[src/rtl/msq_pkg.sv]
package msq_pkg;

   typedef enum logic [1:0] {
      ST_IDLE = 2'd0,
      ST_LO   = 2'd1,
      ST_HI   = 2'd2,
      ST_FIN  = 2'd3
   } msq_state_e;

endpackage

[src/rtl/msq_lane_decode.sv]
module msq_lane_decode #(
   parameter int LANES  = 8,
   parameter int LANE_W = 8
) (
   input  logic [LANES*LANE_W-1:0] sel_word,
   output logic [LANES-1:0]        lane_en,
   output logic                    any_en
);
   generate
      if (LANE_W < 2) begin : g_bad_lane
         $error("msq_lane_decode: LANE_W must be at least 2");
      end
      for (genvar g = 0; g < LANES; g++) begin : g_lane
         // the sign bit of each select lane decides
         assign lane_en[g] = sel_word[g*LANE_W + LANE_W - 1];
      end
   endgenerate

   assign any_en = |lane_en;
endmodule

[src/rtl/msq_lane_align.sv]
module msq_lane_align #(
   parameter int LANES           = 8,
   parameter int LANE_W          = 8,
   parameter bit ALLOW_UNALIGNED = 1'b1,
   localparam int DW    = LANES * LANE_W,
   localparam int OFS_W = $clog2(LANES)
) (
   input  logic [DW-1:0]    src_data,
   input  logic [LANES-1:0] src_en,
   input  logic [OFS_W-1:0] ofs,
   output logic [DW-1:0]    lo_data,
   output logic [DW-1:0]    hi_data,
   output logic [LANES-1:0] lo_en,
   output logic [LANES-1:0] hi_en
);
   logic [2*DW-1:0]    wide_data;
   logic [2*LANES-1:0] wide_en;

   generate
      if (ALLOW_UNALIGNED) begin : g_rotate
         always_comb begin
            wide_data = {{DW{1'b0}}, src_data} << (ofs * LANE_W);
            wide_en   = {{LANES{1'b0}}, src_en} << ofs;
         end
      end else begin : g_direct
         logic unused_ofs;
         assign unused_ofs = ^ofs;
         always_comb begin
            wide_data = {{DW{1'b0}}, src_data};
            wide_en   = {{LANES{1'b0}}, src_en};
         end
      end
   endgenerate

   assign lo_data = wide_data[DW-1:0];
   assign hi_data = wide_data[2*DW-1:DW];
   assign lo_en   = wide_en[LANES-1:0];
   assign hi_en   = wide_en[2*LANES-1:LANES];
endmodule

[src/rtl/msq_beat_seq.sv]
module msq_beat_seq
   import msq_pkg::*;
(
   input  logic clk,
   input  logic rst_n,
   input  logic accept,
   input  logic abort,
   input  logic acc_lo_any,
   input  logic acc_hi_any,
   input  logic pend_hi,
   input  logic mem_ready,
   output logic is_idle,
   output logic is_lo,
   output logic is_hi,
   output logic is_fin
);
   msq_state_e st_q, st_d;

   always_comb begin
      st_d = st_q;
      unique case (st_q)
         ST_IDLE: if (accept) begin
            if (abort || !(acc_lo_any || acc_hi_any)) st_d = ST_FIN;
            else if (acc_lo_any)                      st_d = ST_LO;
            else                                      st_d = ST_HI;
         end
         ST_LO:   if (mem_ready) st_d = pend_hi ? ST_HI : ST_FIN;
         ST_HI:   if (mem_ready) st_d = ST_FIN;
         ST_FIN:  st_d = ST_IDLE;
         default: st_d = ST_IDLE;
      endcase
   end

   always_ff @(posedge clk or negedge rst_n) begin
      if (!rst_n) st_q <= ST_IDLE;
      else        st_q <= st_d;
   end

   assign is_idle = (st_q == ST_IDLE);
   assign is_lo   = (st_q == ST_LO);
   assign is_hi   = (st_q == ST_HI);
   assign is_fin  = (st_q == ST_FIN);

   // the upper beat is only ever reached from idle or after a lower beat handshake
   a_r7_hi_entry: assert property (@(posedge clk) disable iff (!rst_n)
      (is_hi && !$past(is_hi)) |-> $past((is_idle && accept) || (is_lo && mem_ready)));
endmodule

[src/rtl/masked_qword_store.sv]
module masked_qword_store #(
   parameter int ADDR_W          = 32,
   parameter int LANES           = 8,
   parameter int LANE_W          = 8,
   parameter bit ALLOW_UNALIGNED = 1'b1,
   localparam int DW    = LANES * LANE_W,
   localparam int OFS_W = $clog2(LANES)
) (
   input  logic              clk,
   input  logic              rst_n,
   input  logic              req_valid,
   output logic              req_ready,
   input  logic [ADDR_W-1:0] req_addr,
   input  logic [DW-1:0]     req_data,
   input  logic [DW-1:0]     req_mask,
   input  logic              req_abort,
   output logic              mem_wr_valid,
   input  logic              mem_wr_ready,
   output logic [ADDR_W-1:0] mem_wr_addr,
   output logic [DW-1:0]     mem_wr_data,
   output logic [LANES-1:0]  mem_wr_be,
   output logic              done
);
   generate
      if (LANES < 2 || (LANES & (LANES - 1)) != 0) begin : g_bad_lanes
         $error("masked_qword_store: LANES must be a power of two >= 2");
      end
      if (ADDR_W <= OFS_W + 1) begin : g_bad_addr
         $error("masked_qword_store: ADDR_W too small for the lane count");
      end
   endgenerate

   logic              accept;
   logic [LANES-1:0]  req_en;
   logic              req_any;
   logic [DW-1:0]     al_lo_data, al_hi_data;
   logic [LANES-1:0]  al_lo_en, al_hi_en;
   logic [DW-1:0]     lo_data_q, hi_data_q;
   logic [LANES-1:0]  lo_en_q, hi_en_q;
   logic [ADDR_W-1:0] word_addr_q;
   logic              st_idle, st_lo, st_hi, st_fin;

   msq_lane_decode #(.LANES(LANES), .LANE_W(LANE_W)) u_decode (
      .sel_word (req_mask),
      .lane_en  (req_en),
      .any_en   (req_any)
   );

   msq_lane_align #(.LANES(LANES), .LANE_W(LANE_W), .ALLOW_UNALIGNED(ALLOW_UNALIGNED)) u_align (
      .src_data (req_data),
      .src_en   (req_en),
      .ofs      (req_addr[OFS_W-1:0]),
      .lo_data  (al_lo_data),
      .hi_data  (al_hi_data),
      .lo_en    (al_lo_en),
      .hi_en    (al_hi_en)
   );

   msq_beat_seq u_seq (
      .clk        (clk),
      .rst_n      (rst_n),
      .accept     (accept),
      .abort      (req_abort),
      .acc_lo_any (|al_lo_en),
      .acc_hi_any (|al_hi_en),
      .pend_hi    (|hi_en_q),
      .mem_ready  (mem_wr_ready),
      .is_idle    (st_idle),
      .is_lo      (st_lo),
      .is_hi      (st_hi),
      .is_fin     (st_fin)
   );

   assign req_ready = st_idle;
   assign accept    = req_valid && st_idle;

   // payload capture; an abort clears the enables so nothing can leak out
   always_ff @(posedge clk or negedge rst_n) begin
      if (!rst_n) begin
         lo_data_q   <= '0;
         hi_data_q   <= '0;
         lo_en_q     <= '0;
         hi_en_q     <= '0;
         word_addr_q <= '0;
      end else if (accept) begin
         lo_data_q   <= al_lo_data;
         hi_data_q   <= al_hi_data;
         lo_en_q     <= req_abort ? '0 : al_lo_en;
         hi_en_q     <= req_abort ? '0 : al_hi_en;
         word_addr_q <= {req_addr[ADDR_W-1:OFS_W], {OFS_W{1'b0}}};
      end
   end

   assign mem_wr_valid = st_lo || st_hi;
   assign mem_wr_addr  = st_hi ? (word_addr_q + ADDR_W'(LANES)) : word_addr_q;
   assign mem_wr_data  = st_hi ? hi_data_q : lo_data_q;
   assign mem_wr_be    = st_hi ? hi_en_q : (st_lo ? lo_en_q : '0);
   assign done         = st_fin;

   // state leaving reset
   a_r9_reset_state: assert property (@(posedge clk) disable iff (!rst_n)
      $rose(rst_n) |-> (req_ready && !mem_wr_valid && !done));

   // a stalled beat is held steady
   a_r6_hold_beat: assert property (@(posedge clk) disable iff (!rst_n)
      (mem_wr_valid && !mem_wr_ready) |=> (mem_wr_valid && $stable(mem_wr_addr)
         && $stable(mem_wr_data) && $stable(mem_wr_be)));

   // no beat carries empty enables
   a_r3_be_nonzero: assert property (@(posedge clk) disable iff (!rst_n)
      mem_wr_valid |-> (mem_wr_be != '0));

   // beats use word addresses
   a_r2_word_aligned: assert property (@(posedge clk) disable iff (!rst_n)
      mem_wr_valid |-> (mem_wr_addr[OFS_W-1:0] == '0));

   // empty or vetoed request completes next cycle with no write
   a_r4_empty_done: assert property (@(posedge clk) disable iff (!rst_n)
      (accept && (req_abort || !req_any)) |=> (done && !mem_wr_valid));

   // done is a single pulse with a cause
   a_r8_done_pulse: assert property (@(posedge clk) disable iff (!rst_n)
      done |=> !done);
   a_r8_done_cause: assert property (@(posedge clk) disable iff (!rst_n)
      done |-> $past(accept || (mem_wr_valid && mem_wr_ready)));
   a_r8_ready_excl: assert property (@(posedge clk) disable iff (!rst_n)
      !(req_ready && (mem_wr_valid || done)));
endmodule

[config.mk]
export PLATFORM = sky130hd
export DESIGN_NAME = masked_qword_store
export DESIGN_NICKNAME = d
export VERILOG_FILES = /design/src/rtl/msq_pkg.sv /design/src/rtl/msq_lane_decode.sv /design/src/rtl/msq_lane_align.sv /design/src/rtl/msq_beat_seq.sv /design/src/rtl/masked_qword_store.sv
export SDC_FILE = /design/constraint.sdc
export NUM_CORES = 1
export LEC_CHECK = 0
export ABC_AREA = 1
export CAP_MARGIN = 20
export CORE_MARGIN = 10
export CORE_UTILIZATION = 45
export DETAILED_ROUTE_END_ITERATION = 7
export PLACE_DENSITY = 0.76
export RECOVER_POWER = 50
export SLEW_MARGIN = 20
export SYNTH_ARGS = -nofsm -noshare
export SYNTH_HDL_FRONTEND = slang
export SYNTH_SLANG_ARGS = --single-unit
[constraint.sdc]
create_clock -name clk -period 4.4 [get_ports clk]
set_clock_uncertainty 0.05 [all_clocks]
set_input_delay 0.66 -clock clk [delete_from_list [all_inputs] [get_ports clk]]
set_output_delay 0.66 -clock clk [all_outputs]
set_load 0.05 [all_outputs]
==> summary.md, run 1 <==
| Metric | Value |
|---|---|
| All-Layer GR Usage | `0.223` |
| Core area | `21000 sq um` |
| Failing checks | `max-capacitance violations, max-slew violations` |
| Wirelength per Cell | `18.3 microns` |
| Area Growth Syn to Fin | `29.2%` |
| Ys Warns | `0` |
| Die area | `about 28000 sq um` |
| Worst EP arrival | `around 3.1 ns` |
| Max Root-Sink Buffers | `2` |
| Die Y | `166 microns` |
| Syn_area_per_cell | `7.43 sq um` |
| CP Launch Type | `flop` |
| I/O pins | `about 270` |
| Utilization after layout | `0.589` |
| Drt first pass iters | `5` |
| Final Hold Viols | `0` |
| TNS Setup | `0 ns` |
| Commonest non-fill, non-tap cell in the layout | `nand2_1` |
| Distinct cells, synth | `36` |
| Clk sink count | `166` |
| Max_cap viols | `3` |
| HPWL after detailed placement | `22600 microns` |
| CTS buffer count | `17` |
| Status | `finished with violations` |
| Commonest cells after routing, fill and taps aside | `nand2_1, clkdlybuf4s50_1, dfrtp_1` |
| Mapped Cells | `1291` |
| Worst EP required | `around 3.7 ns` |
| First-pass GRT wire length | `~51000 microns` |
| H-tree levels | `4` |
| Unrepaired setup endpoints after global routing | `false` |
| Pre-CTS setup slack | `1.04 ns` |
| CTS tree | `built` |
| Overflow after GRT | `0` |
| Worst hold slack | `0.436 ns` |
| Largest net degree at the start of global routing | `98` |
| Slew Viols, Final | `between 150 and 200` |
| RePlAce Congestion | `0.943` |
| Worst setup EP type | `primary output` |
| Total Power | `9.61 mW` |
| Vias in the first global route | `9283` |
| Leakage | `5.80 nW` |
| Initial Util | `0.456` |
| Number of I/O port buffers | `between 200 and 250` |
| Share of cells above drive strength 1 | `0.0632` |
| CTS resizes | `0` |
| Crit Path Category | `reg2out` |
| FP Rows | `53` |
| Initial antenna violation count | `6` |
| Final min period | `3.85 ns` |
| Fmax | `0.260 GHz` |
| Clock Tree Root | `clkbuf_16` |
| Clk_lat worst skew | `0.42 ns` |
| Clk slew on worst S/H paths | `0.06 ns` |
| Hold WC Path Type | `reg2reg` |
| Crit Path Max Fanout | `30` |
| Drt drc | `0` |
| Postcts setup bufs | `0` |
| Slew @ Worst Pin | `2.43 ns` |
| 1st-iter DRT viols | `approximately 930` |
| Antenna-violating nets left | `0` |
| Routed Wire Length | `31900 microns` |
| Seq/Total Area, Yosys | `0.433` |
| Crit share post-route | `0.874` |
| #FFs+latches synth | `166` |
| Maximum vdd drop | `0.578 mV` |
| Final setup fails | `0` |
| Die width | `166 microns` |
| PwrDens | `roughly 780 nW/um^2` |
| Total Nets Final | `1614` |
| Hold_buf cts | `0` |
| Max-slew headroom | `-0.623` |
| Mapped Area | `9590 sq um` |
| DR vias/cell | `5.57` |
| Final WS setup | `0.553 ns` |
| Vias post-DR | `9673` |
-- area by class of cell --
cell class                      instances  area, sq um
Clock buffer                           18          439
Fill cell                            1885         8630
Inverter                              138          519
Clock inverter                         13          149
Antenna cell                            5         12.5
Timing Repair Buffer                  227         2250
Multi-Input combinational cell        894         4520
Tap cell                              275          344
Sequential cell                       166         4150
-- synthesized netlist by cell type --
| cell | instances | area [sq um] |
|---|---|---|
| o21a_1 | 3 | 22.5 |
| o22ai_1 | 76 | 475 |
| nor4_1 | 1 | 6.26 |
| dfrtp_1 | 166 | 4150 |
| buf_1 | 13 | 48.8 |
| conb_1 | 1 | 3.75 |
| nand2_2 | 2 | 12.5 |
| and3_1 | 1 | 6.26 |
| buf_4 | 6 | 45.0 |
| nand3_2 | 2 | 20.0 |
| nor2_8 | 2 | 40.0 |
| o221ai_1 | 56 | 490 |
| nand3_1 | 64 | 320 |
| o21ai_1 | 3 | 15.0 |
| nor2_1 | 30 | 113 |
| o21ai_0 | 130 | 651 |
| nand4_1 | 7 | 43.8 |
| nor2_4 | 1 | 11.3 |
| buf_2 | 27 | 135 |
| o32ai_1 | 3 | 26.3 |
| clkbuf_1 | 49 | 184 |
| nand4_4 | 1 | 21.3 |
| nor2_2 | 3 | 18.8 |
| nor3_1 | 7 | 35.0 |
| a21oi_1 | 8 | 40.0 |
| or2_2 | 1 | 6.26 |
| nand2_1 | 438 | 1640 |
| xor2_1 | 15 | 131 |
| ha_1 | 5 | 62.6 |
| xnor2_1 | 10 | 87.6 |
| inv_1 | 134 | 503 |
| inv_2 | 4 | 15.0 |
| mux2i_1 | 9 | 90.1 |
| a31oi_1 | 8 | 50.1 |
| nand2_4 | 4 | 45.0 |
| nor3b_2 | 1 | 12.5 |
-- critical path: stages (launching register included) --
cell             delay, ns
dfrtp_1               0.40
inv_1                 0.11
ha_4                  0.20
inv_2                 0.49
buf_4                 0.29
nand2_1               0.19
o22ai_1               0.20
clkdlybuf4s50_1       0.83
-- path summary, 6_finish.rpt --
kind / start / to / slack [ns] / cells past startpoint
setup / recovery: u_seq.st_q[0] / mem_wr_be[2] / 0.55 / 7
hold / removal: hi_data_q[30] / hi_data_q[30] / 0.44 / 2
setup reg to reg: u_seq.st_q[1] / hi_data_q[28] / 0.68 / 7
hold reg to reg: hi_data_q[30] / hi_data_q[30] / 0.44 / 2
max in group asynchronous: rst_n / lo_data_q[2] / 1.96 / 1
min in group asynchronous: rst_n / word_addr_q[19] / 0.91 / 1
-- logic make-up (layout without fill, tap and decap cells) --
kind of cell	Yosys count	after routing	share of synthesized area
DFF	166	166	0.433
xor gates and xnor gates	25	25	0.0228
and+or+nand+nor	565	565	0.246
other	1	8	0.000391
buffers and inverters	233	396	0.0971
adders and majority gates	5	5	0.00653
AOI/OAI and AO/OA	287	287	0.185
muxes	9	9	0.00940
-- registers in the layout, indices dropped and copies added (netlist names) --
register,cells
lo_data_q,64
hi_data_q,56
hi_en_q,7
lo_en_q,8
word_addr_q,29
u_seq.st_q,2
-- layer usage --
layer  vias up  wire (microns)  track usage  share of wire
met3        42            2690       0.0686          0.084
li1       4592               -            -              -
met4         2             892       0.0863          0.028
met5         -              13            0        0.00041
met1      4598           13900        0.292           0.44
met2       439           14400        0.338           0.45
-- metrics by stage --
stage	cells	cell area [sq um]
final	1736	12400
after detailed placement	1700	11800
after CTS	1731	12400
after global routing	1732	12400
after floorplan	1293	9590
after global placement	1700	11800
-- where the power goes --
group	total (mW)	switching (mW)	internal, mW
clock network	1.50	0.648	0.856
logic	5.54	3.80	1.74
registers	2.56	0.375	2.19
total	9.61	4.82	4.79
(Power assumes the default switching activity.)
==> run 2: changes to the inputs <==
--- a/config.mk
+++ b/config.mk
@@ -12,6 +12,7 @@
 export DETAILED_ROUTE_END_ITERATION = 7
 export PLACE_DENSITY = 0.76
 export RECOVER_POWER = 50
+export SKIP_CTS_REPAIR_TIMING = 1
 export SLEW_MARGIN = 20
 export SYNTH_ARGS = -nofsm -noshare
 export SYNTH_HDL_FRONTEND = slang
==> results of run 2 <==
Same layout as run 1: the final DEF is identical, and so are final timing and power.
==> run 3: changes to the inputs <==
--- a/config.mk
+++ b/config.mk
@@ -5,7 +5,6 @@
 export SDC_FILE = /design/constraint.sdc
 export NUM_CORES = 1
 export LEC_CHECK = 0
-export ABC_AREA = 1
 export CAP_MARGIN = 20
 export CORE_MARGIN = 10
 export CORE_UTILIZATION = 45
==> summary.md, run 3 <==
| Metric | Value |
|---|---|
| XOR/XNOR share of the synthesized area | `0.0250` |
| Antenna-violating nets left | `0` |
| Flop2flop setup slack | `~0.56 ns` |
| PwrDens | `746 nW/um^2` |
| Synth cell count leaders | `nand2_1, dfrtp_1, o21ai_0, mux2i_1, mux2_2` |
| Clk slew on worst S/H paths | `0.06 ns` |
| Number of I/O port buffers | `212` |
| Reg-to-reg critical path startpoint | `u_seq.st_q[0]` |
| I/O pins | `272` |
| #FFs+latches synth | `166` |
| Drt first pass iters | `6` |
| Worst setup EP type | `primary output` |
| NetSw | `4.48 mW` |
| CP Launch Type | `flop` |
| Synth area leader | `dfrtp_1` |
| Mux cell area share after synthesis | `0.170` |
| Net switching fraction of the power | `0.473` |
| Share of cells above drive strength 1 | `0.113` |
| Clk sink count | `166` |
| Initial Util | `0.462` |
| Crit Path Category | `reg2out` |
| Seq/Total Area, Yosys | `0.423` |
| Unrepaired setup endpoints after global routing | `false` |
| Slew Viols, Final | `361` |
| RePlAce Congestion | `around 0.94` |
| Final min period | `4.01 ns` |
| Slowest cell on the critical path | `clkdlybuf4s50_1` |
| Mapped Cells | `1059` |
| Post-synth EDFFs | `0` |
| Die width | `around 170 microns` |
| DR vias/cell | `5.87` |
| Hold WC Path Type | `reg2reg` |
| Slowest Stage Delay on Critical Path | `0.82 ns` |
| Routed Wire Length | `between 30000 and 40000 microns` |
| Hold path depth | `2` |
| Drt drc | `0` |
| Slew @ Worst Pin | `about 2.6 ns` |
| Fmax | `roughly 0.25 GHz` |
| Die Y | `between 150 and 200 microns` |
| Logic pwr share | `0.559` |
| TNS Setup | `0 ns` |
| Vias in the first global route | `between 8000 and 9000` |
| Synth Area in Compound Gates | `0.175` |
| H-tree levels | `4` |
| Max_cap viols | `3` |
| Vias post-DR | `8895` |
| Status | `finished with violations` |
| Final Hold Viols | `0` |
| HPWL after detailed placement | `24100 microns` |
| Max Root-Sink Buffers | `2` |
| Footprint of the multi-input gates | `5280 sq um` |
| Commonest non-fill, non-tap cell in the layout | `clkdlybuf4s50_1` |
| Largest net degree at the start of global routing | `around 210` |
| Clock power share | `0.169` |
| Failing checks | `max-capacitance violations, max-slew violations` |
| Worst EP arrival | `3.30 ns` |
| Final setup fails | `0` |
| Distinct cells, synth | `~50` |
| FF-to-FF path depth | `6` |
| FF-to-FF End | `lo_en_q[6]` |
| Die area | `28100 sq um` |
| Most frequent cell after synthesis | `nand2_1` |
| Final instance area | `12700 sq um` |
| Worst-path cell chain | `inv_1 -> ha_4 -> nand3_1 -> nor2_1 -> buf_4 -> and2_1 -> or3b_1 -> xnor2_1 -> clkdlybuf4s50_1` |
| Seq pwr share | `0.272` |
| Crit Path Max Fanout | `22` |
| Core area | `approximately 21000 sq um` |
| Worst EP required | `around 3.7 ns` |
| Mapped Area | `9810 sq um` |
| CTS buffer count | `17` |
| Filler Cells Inserted | `1813` |
| Most area-consuming cells after synthesis | `dfrtp_1, mux2_2, mux2i_1, nand2_1, a22o_1` |
| Leakage | `5.62 nW` |
| HP Start | `lo_data_q[58]` |
| First-pass GRT wire length | `51700 microns` |
| Post-synth top area share | `0.423` |
| Clock Tree Root | `clkbuf_16` |
| Total Nets Final | `1397` |
| Maximum vdd drop | `0.436 mV` |
| Storage element area | `4150 sq um` |
| Biggest registers after layout | `lo_data_q: 64 flops, hi_data_q: 56 flops, word_addr_q: 29 flops` |
| Wirelength per Cell | `22.1 microns` |
| CTS tree | `built` |
| Ys Warns | `0` |
| Min-Delay Endpoint | `lo_data_q[58]` |
| Syn_area_per_cell | `9.26 sq um` |
| Largest family of logic cells by synthesized area | `compound AO/OA/AOI/OAI gates` |
| Int Pwr | `5.00 mW` |
| Asr flop ratio synth | `1.00` |
| All-Layer GR Usage | `0.231` |
| Crit share post-route | `0.910` |
| Overflow after GRT | `0` |
| FP Rows | `53` |
| Clk_lat worst skew | `~0.43 ns` |
| Max reg flops | `64` |
| Register bank with the most flops | `lo_data_q` |
| Dpl cell area | `approximately 12000 sq um` |
| Initial antenna violation count | `1` |
| Adder-Cell Fraction of Synth Area | `0.00638` |
| Area Growth Syn to Fin | `29.6%` |
| Max-slew headroom | `-0.757` |
| 1st-iter DRT viols | `864` |
| Simple-gate share of the synthesized area | `0.158` |
| Post-synth top flop | `dfrtp_1` |
| Commonest cells after routing, fill and taps aside | `clkdlybuf4s50_1, nand2_1, dfrtp_1` |
==> run 3: critical path, delay by kind of cell, from the launching register on <==
kind / cells / cell delay [ns]
buf+inv: 3 / 1.10
simple gates: 4 / 0.88
fa+ha+maj: 1 / 0.33
xor+xnor: 1 / 0.13
flops: 1 / 0.41
==> run 3: cell families after synthesis <==
kind of cell / Yosys count
muxes: 156
buffers and inverters: 95
and+or+nand+nor: 351
other: 1
adders and majority gates: 5
AOI/OAI and AO/OA: 257
xor gates and xnor gates: 28
DFF: 166
==> run 3: layer usage <==
layer	global-route usage	part of all wire	wire length, microns
met4	0.0643	0.020	674
met5	0	0	0
met3	0.0726	0.10	3490
met1	0.305	0.42	14100
met2	0.356	0.46	15200
==> run 3: per-stage QoR <==
step,cells,setup slack (ns),hold slack [ns],power [mW],util
floorplan,1061,1.17,0.314,6.11,-
detailed placement,1482,0.837,0.415,7.91,0.570
CTS,1514,0.363,0.341,9.53,0.600
global placement,1482,0.884,0.406,7.83,0.570
global route,1515,0.197,0.451,9.96,0.599
finish,1516,0.395,0.427,9.48,0.599
==> run 3: area by class of cell <==
type	count	share of cell area
repair buffers	233	0.179
clock inverters	12	0.0131
clock buffers	20	0.0367
flip-flops and latches	166	0.327
well taps	275	0.0271
diodes	1	0.000197
multi-input cells	800	0.415
inverters	9	0.00266
==> run 3: worst max path at each step <==
stage / start / to / slack, ns / cells past startpoint
after floorplan: u_seq.st_q[0] / mem_wr_addr[24] / 1.17 / 8
after global placement: u_seq.st_q[0] / mem_wr_addr[24] / 0.88 / 9
after detailed placement: u_seq.st_q[0] / mem_wr_addr[24] / 0.84 / 9
after CTS: u_seq.st_q[0] / mem_wr_addr[24] / 0.36 / 9
after global routing: u_seq.st_q[0] / mem_wr_addr[24] / 0.20 / 9
final: u_seq.st_q[0] / mem_wr_addr[24] / 0.39 / 9
==> run 3: power by group through the flow <==
stage          Sequential (mW)  Clock, mW  Combinational, mW
2_1_floorplan             2.46          0               3.65
3_3_place_gp              2.56          0               5.27
3_5_place_dp              2.60          0               5.31
4_1_cts                   2.57       1.62               5.34
5_1_grt                   2.66       1.69               5.62
6_report                  2.58       1.60               5.30
